File: src/rtl/ict_pkg.sv
package ict_pkg;

    localparam int OFF_W = 12;
    localparam int CNT_W = 13;
    localparam int SEC_W = 7;
    localparam int WORD_W = OFF_W + CNT_W + SEC_W;
    localparam int BT_HI_W = WORD_W - SEC_W;

    typedef enum logic [1:0] {
        REG_CYCLE   = 2'd0,
        REG_BUSTIME = 2'd1,
        REG_STATUS  = 2'd2,
        REG_SPARE   = 2'd3
    } reg_sel_e;

    typedef struct packed {
        logic [SEC_W-1:0] secs;
        logic [CNT_W-1:0] cycles;
        logic [OFF_W-1:0] ticks;
    } cycle_word_t;

endpackage

File: src/rtl/ict_wrap_counter.sv
module ict_wrap_counter #(
    parameter int W   = 12,
    parameter int MOD = 3072
) (
    input  logic         clk,
    input  logic         rst,
    input  logic         load,
    input  logic [W-1:0] load_val,
    input  logic         inc,
    output logic [W-1:0] value,
    output logic         carry
);
    localparam logic [W-1:0] LAST = W'(MOD - 1);

    // at or beyond the last legal value the next step folds to zero
    assign carry = inc && (value >= LAST);

    always_ff @(posedge clk) begin
        if (rst)
            value <= '0;
        else if (load)
            value <= load_val;
        else if (inc)
            value <= carry ? '0 : value + W'(1);
    end
endmodule

File: src/rtl/ict_bus_time.sv
module ict_bus_time #(
    parameter int HI_W = 25
) (
    input  logic            clk,
    input  logic            rst,
    input  logic            sec_msb,
    input  logic            ct_load,
    input  logic            ct_msb,
    input  logic            bt_wr,
    input  logic [HI_W-1:0] bt_wdata,
    output logic [HI_W-1:0] bt_upper
);
    // stored upper bits with the shadow of the seconds MSB as bit 0
    logic [HI_W:0] stored;
    logic [HI_W:0] caught_up;
    logic          pending;

    assign pending   = stored[0] ^ sec_msb;
    assign caught_up = stored + {{HI_W{1'b0}}, pending};
    assign bt_upper  = caught_up[HI_W:1];

    always_ff @(posedge clk) begin
        if (rst)
            stored <= '0;
        else if (ct_load)
            stored <= {caught_up[HI_W:1], ct_msb};
        else if (bt_wr)
            stored <= {bt_wdata, caught_up[0]};
        else
            stored <= caught_up;
    end
endmodule

File: src/rtl/iso_cycle_timer.sv
module iso_cycle_timer #(
    parameter int TICKS_PER_CYCLE  = 3072,
    parameter int CYCLES_PER_SEC   = 8000
) (
    input  logic        clk,
    input  logic        rst,
    input  logic        tick_en,
    input  logic        reg_wr,
    input  logic [1:0]  reg_addr,
    input  logic [31:0] reg_wdata,
    output logic [31:0] reg_rdata,
    output logic [31:0] cycle_time,
    output logic        sec64_pulse
);
    import ict_pkg::*;

    localparam int SEC_MOD = 1 << SEC_W;

    reg_sel_e              sel;
    cycle_word_t           word;
    cycle_word_t           wr_word;
    logic                  ct_wr;
    logic                  bt_wr;
    logic                  st_clr;
    logic                  tick_go;
    logic                  off_carry;
    logic                  cnt_carry;
    logic                  sec_carry;
    logic                  sticky;
    logic [BT_HI_W-1:0]    bt_upper;

    assign sel     = reg_sel_e'(reg_addr);
    assign wr_word = cycle_word_t'(reg_wdata);
    assign ct_wr   = reg_wr && (sel == REG_CYCLE);
    assign bt_wr   = reg_wr && (sel == REG_BUSTIME);
    assign st_clr  = reg_wr && (sel == REG_STATUS) && reg_wdata[0];
    assign tick_go = tick_en && !ct_wr;

    ict_wrap_counter #(.W(OFF_W), .MOD(TICKS_PER_CYCLE)) u_ticks (
        .clk(clk), .rst(rst), .load(ct_wr), .load_val(wr_word.ticks),
        .inc(tick_go), .value(word.ticks), .carry(off_carry)
    );

    ict_wrap_counter #(.W(CNT_W), .MOD(CYCLES_PER_SEC)) u_cycles (
        .clk(clk), .rst(rst), .load(ct_wr), .load_val(wr_word.cycles),
        .inc(off_carry), .value(word.cycles), .carry(cnt_carry)
    );

    ict_wrap_counter #(.W(SEC_W), .MOD(SEC_MOD)) u_secs (
        .clk(clk), .rst(rst), .load(ct_wr), .load_val(wr_word.secs),
        .inc(cnt_carry), .value(word.secs), .carry(sec_carry)
    );

    ict_bus_time #(.HI_W(BT_HI_W)) u_bus_time (
        .clk(clk), .rst(rst), .sec_msb(word.secs[SEC_W-1]),
        .ct_load(ct_wr), .ct_msb(wr_word.secs[SEC_W-1]),
        .bt_wr(bt_wr), .bt_wdata(reg_wdata[31:SEC_W]),
        .bt_upper(bt_upper)
    );

    always_ff @(posedge clk) begin
        if (rst) begin
            sec64_pulse <= 1'b0;
            sticky      <= 1'b0;
        end else begin
            sec64_pulse <= sec_carry;
            if (sec_carry)
                sticky <= 1'b1;
            else if (st_clr)
                sticky <= 1'b0;
        end
    end

    assign cycle_time = word;

    always_comb begin
        unique case (sel)
            REG_CYCLE:   reg_rdata = word;
            REG_BUSTIME: reg_rdata = {bt_upper, word.secs};
            REG_STATUS:  reg_rdata = {31'd0, sticky};
            REG_SPARE:   reg_rdata = '0;
        endcase
    end
endmodule

File: config.mk
export PLATFORM = sky130hd
export DESIGN_NAME = iso_cycle_timer
export DESIGN_NICKNAME = d
export VERILOG_FILES = /design/src/rtl/ict_pkg.sv /design/src/rtl/ict_wrap_counter.sv /design/src/rtl/ict_bus_time.sv /design/src/rtl/iso_cycle_timer.sv
export SDC_FILE = /design/constraint.sdc
export NUM_CORES = 1
export LEC_CHECK = 0
export ABC_AREA = 0
export BUFFER_PORTS_ARGS = -buffer_cell sky130_fd_sc_hd__buf_4
export CAP_MARGIN = 5
export CORE_MARGIN = 2
export CORE_UTILIZATION = 50
export CTS_BUF_LIST = sky130_fd_sc_hd__clkbuf_8
export CTS_CLUSTER_DIAMETER = 60
export CTS_CLUSTER_SIZE = 40
export DETAILED_ROUTE_END_ITERATION = 6
export PLACE_DENSITY_LB_ADDON = 0.3
export SLEW_MARGIN = 20
export SYNTH_ARGS = -nofsm -noshare
export SYNTH_HDL_FRONTEND = slang
export SYNTH_SLANG_ARGS = --single-unit
File: constraint.sdc
create_clock -name clk -period 2.6 [get_ports clk]
set_clock_uncertainty 0.15 [all_clocks]
set_input_delay 0.52 -clock clk [delete_from_list [all_inputs] [get_ports clk]]
set_output_delay 0.52 -clock clk [all_outputs]
set_load 0.01 [all_outputs]
==> results by group <==
Layout
  – Filler cell count: around 590
  – Inserted Diodes: 0
  – Non-filler cells, final: 736
  – Ratio of cells with drive above 1 in the final layout: a little over a third
  – Relative area change from synthesis to final layout: 40.3%
  – Fraction of the core area covered by cells at the end of the flow: 71.5%
  – Nets@finish: between 600 and 700

Clock network
  – Root Driver: sky130_fd_sc_hd__clkbuf_8
  – H-tree depth reported by CTS: 3
  – Clock tree from TritonCTS: done
  – Maximum number of buffers from clock root to sink: 2
  – Quantity of hold-fixing buffers added after cts: 0
  – Total CTS buffers: 9
  – Clock-pin slew on the worst setup and hold paths: 70 ps
  – Later-pin clock latency in the skew report: 350 ps
  – Sink count of the clock tree: 60

Synthesis
  – Post-synthesis net count: around 550
  – Primary FF master, synth: sky130_fd_sc_hd__dfxtp_1
  – Number of flip-flops and latches in the synthesized netlist: 60
  – Number of unique standard cell types used by synthesis: 57
  – Post-Synthesis Cells: around 500
  – Area share of the largest cell type after synthesis: a little under a third
  – Top cells by instance count after synthesis: 84 x sky130_fd_sc_hd__nor2_1, 60 x sky130_fd_sc_hd__dfxtp_1, 55 x sky130_fd_sc_hd__a211oi_1
  – Number of synthesis warnings: 0
  – Share of flip-flops with an asynchronous set or reset after synthesis: 0%
  – Sequential element share of the synthesized area: roughly 31%
  – Cell type contributing the most total cell area after synthesis: sky130_fd_sc_hd__dfxtp_1
  – Most frequent cell after synthesis: sky130_fd_sc_hd__nor2_1
  – Post-synthesis instance area: 3900 um2
  – EDFF count, synth: 0
  – Avg Inst Size Synth: a little under 8 um2
  – Ranking of synthesized cells by area: sky130_fd_sc_hd__dfxtp_1 31%, sky130_fd_sc_hd__a211oi_1 11%, sky130_fd_sc_hd__nor2_1 8.1%

Timing
  – Final setup slack of the worst path: -224 ps
  – Highest clock rate: 354 MHz
  – Post-route fraction of the period consumed by the critical path: 109%
  – Setup repair after global routing missed its margin: yes
  – Min Clock Period, post-route: ~2800 ps
  – Relative slew slack: 57.9%
  – WHS: about 260 ps
  – Final hold violations: 0
  – Max-slew violation total from the final report: 0
  – Setup violations, final: 18
  – Transition at the pin with the smallest max-transition slack: about 630 ps

Setup path
  – Critical path arrival: 2150 ps
  – Reg-to-Reg Start: u_bus_time.stored[2]
  – Category of the worst setup path launch point: register
  – Launch point of the critical path: u_secs.value[6]
  – Reg2reg path depth: 12
  – Crit end category: output port
  – CP Class: register to output port
  – Max Fanout on Critical Path: 3
  – CP required: 1930 ps

Status
  – Failing checks: setup timing
  – Status: complete, but fails checks

Floorplan
  – Count of pins on the block boundary: around 100
  – # rows: 32
  – Die H: about 92 um
  – Core area: 7650 um2
  – Initial core utilization: approximately half
  – Die outline width: slightly above 90 um
  – Total Die Area: between 8000 and 9000 um2

Hold path
  – Beginning of the worst hold path: reg_wdata[2]
  – Hold Path Stages: 3
  – Worst hold path class: input port to register

Pwr
  – Relative contribution of sequential cells to total power: between 40% and 50%
  – Cell internal pwr: between 1500 and 2000 uW
  – VDD IR-drop max: around 0.25 mV
  – Power density normalized to cell area: about 430 nW/um2
  – Power share of the clock group: a little under a third
  – Lkg Pwr: approximately 0.0022 uW
  – Gate power share: 24.0%
  – Net Switching: roughly 740 uW
  – Switching part of the total: a little under a third

Drt
  – Total Wirelength: 14600 um
  – Per-cell routed wire length: ~20 um
  – 1st-pass router iterations: 5
  – Routed vias: around 4600
  – First DRT Iteration DRCs: 477
  – Remaining antenna violation count: 0
  – Per-cell via count in the routed design: between 6 and 7
  – Post-route DRC violation count: 0

Global route
  – Overall overflow remaining after global route: 0
  – Global router's overall resource usage: between 30% and 40%
  – Number of antenna violations at the first check in global routing: 0
  – Wire length of the first global-routing pass: between 20000 and 25000 um
  – Pin count of the biggest net entering global routing: 53
  – Vias in the first global route: around 4300

Placement
  – Routability cong.: 0.928
  – Place WS: -16.6 ps
  – Count of placed standard cells including taps: about 700
  – Port bufs: 102
  – Estimated wirelength of the detail-placed design: around 9400 um

Run
  – Max-cap viol count: 0
## layout make-up
| class | count | area, um2 | area share [%] |
|---|---|---|---|
| multi-input combinational | 396 | 2770 | 50.6 |
| sequential | 60 | 1210 | 22.1 |
| timing repair buffer | 152 | 1160 | 21.3 |
| clock buffer | 10 | 138 | 2.52 |
| tap | 102 | 128 | 2.33 |
| inverter | 10 | 37.5 | 0.686 |
| clock inverter | 6 | 25.0 | 0.457 |
## worst paths after layout
kind                                         endpoint  slack (ps)
worst max-delay path                    reg_rdata[16]        -220
worst min-delay path                 u_ticks.value[2]         260
worst max register to register  u_bus_time.stored[19]         150
worst min register to register                 sticky         350
## metrics by stage
stage	setup TNS (ps)	power, uW	instance area [um2]
floorplan	0	1310	3900
global placement	0	1530	4860
detailed placement	-16.6	1540	4860
CTS	-1000	2300	5390
global route	-3470	2420	5470
finish	-2210	2340	5470
## state kept, by name, indices dropped and copies added, names as in the netlist
register           count
u_bus_time.stored     26
u_cycles.value        13
u_ticks.value         12
u_secs.value           7
sec64_pulse            1
sticky                 1
## logic make-up (layout without fill, tap and decap cells)
| kind of cell | count (synthesis) | after routing | share of synthesized area [%] |
|---|---|---|---|
| fa+ha+maj | 5 | 5 | 1.60 |
| xor+xnor | 35 | 35 | 7.86 |
| flops | 60 | 60 | 30.8 |
| buf+inv | 48 | 178 | 5.13 |
| mux | 9 | 9 | 2.31 |
| compound gates | 129 | 129 | 24.6 |
| simple gates | 218 | 218 | 27.6 |
## worst max-delay path, cell delays in order, from the launching register on
cell and delay, ps:
sky130_fd_sc_hd__dfxtp_2 330, sky130_fd_sc_hd__inv_2 70, sky130_fd_sc_hd__ha_4 140, sky130_fd_sc_hd__ha_4 120, sky130_fd_sc_hd__and4_4 230, sky130_fd_sc_hd__buf_4 150, sky130_fd_sc_hd__nand3_2 100, sky130_fd_sc_hd__xor2_2 190
sky130_fd_sc_hd__a211oi_2 300, sky130_fd_sc_hd__buf_4 170
## metal layers
layer	up-vias	track usage [%]	part of all wire, %
li1	2104	-	-
met1	2207	46.4	42
met2	292	50.7	46
met3	35	5.53	9.5
met4	0	14.1	3.0
met5	-	0	0
## cells in the final DEF, fill, tap and decap left out, types with 3 or more instances in the layout
cell type	count
sky130_fd_sc_hd__inv_1	13
sky130_fd_sc_hd__and3_1	6
sky130_fd_sc_hd__dfxtp_1	52
sky130_fd_sc_hd__nand3b_1	3
sky130_fd_sc_hd__o21ai_0	5
sky130_fd_sc_hd__a21o_1	3
sky130_fd_sc_hd__nand4_1	10
sky130_fd_sc_hd__o211ai_1	4
sky130_fd_sc_hd__nor2_2	3
sky130_fd_sc_hd__dfxtp_2	8
sky130_fd_sc_hd__clkbuf_8	10
sky130_fd_sc_hd__nor3_1	5
sky130_fd_sc_hd__a31oi_1	10
sky130_fd_sc_hd__nand3_1	27
sky130_fd_sc_hd__nor2_4	4
sky130_fd_sc_hd__and2_1	5
sky130_fd_sc_hd__a21oi_1	18
sky130_fd_sc_hd__a2bb2oi_1	5
sky130_fd_sc_hd__mux2i_1	9
sky130_fd_sc_hd__a211oi_2	9
sky130_fd_sc_hd__nor3_2	3
sky130_fd_sc_hd__xnor2_2	6
sky130_fd_sc_hd__nor4_1	5
sky130_fd_sc_hd__and4_4	3
sky130_fd_sc_hd__xnor2_1	20
sky130_fd_sc_hd__nor3_4	3
sky130_fd_sc_hd__a211oi_1	47
sky130_fd_sc_hd__a22oi_1	9
sky130_fd_sc_hd__xor2_1	8
sky130_fd_sc_hd__buf_4	149
sky130_fd_sc_hd__nor2_1	78
sky130_fd_sc_hd__nand2_1	39
sky130_fd_sc_hd__ha_1	3
sky130_fd_sc_hd__and4_1	5
## what timing repair did
action	4_1_cts	5_1_grt
endpoints found under the setup margin	19	21
gates resized for setup	52	13
pin swaps	38	8
setup buffers	19	2
## power groups by stage
stage | clock network (uW) | registers [uW] | logic, uW
3_3_place_gp | 0 | 1050 | 485
5_1_grt | 775 | 1050 | 595
2_1_floorplan | 0 | 1050 | 251
6_report | 730 | 1040 | 560
4_1_cts | 721 | 1040 | 538
3_5_place_dp | 0 | 1050 | 491
Note: power is estimated with default switching activity, not from simulation.
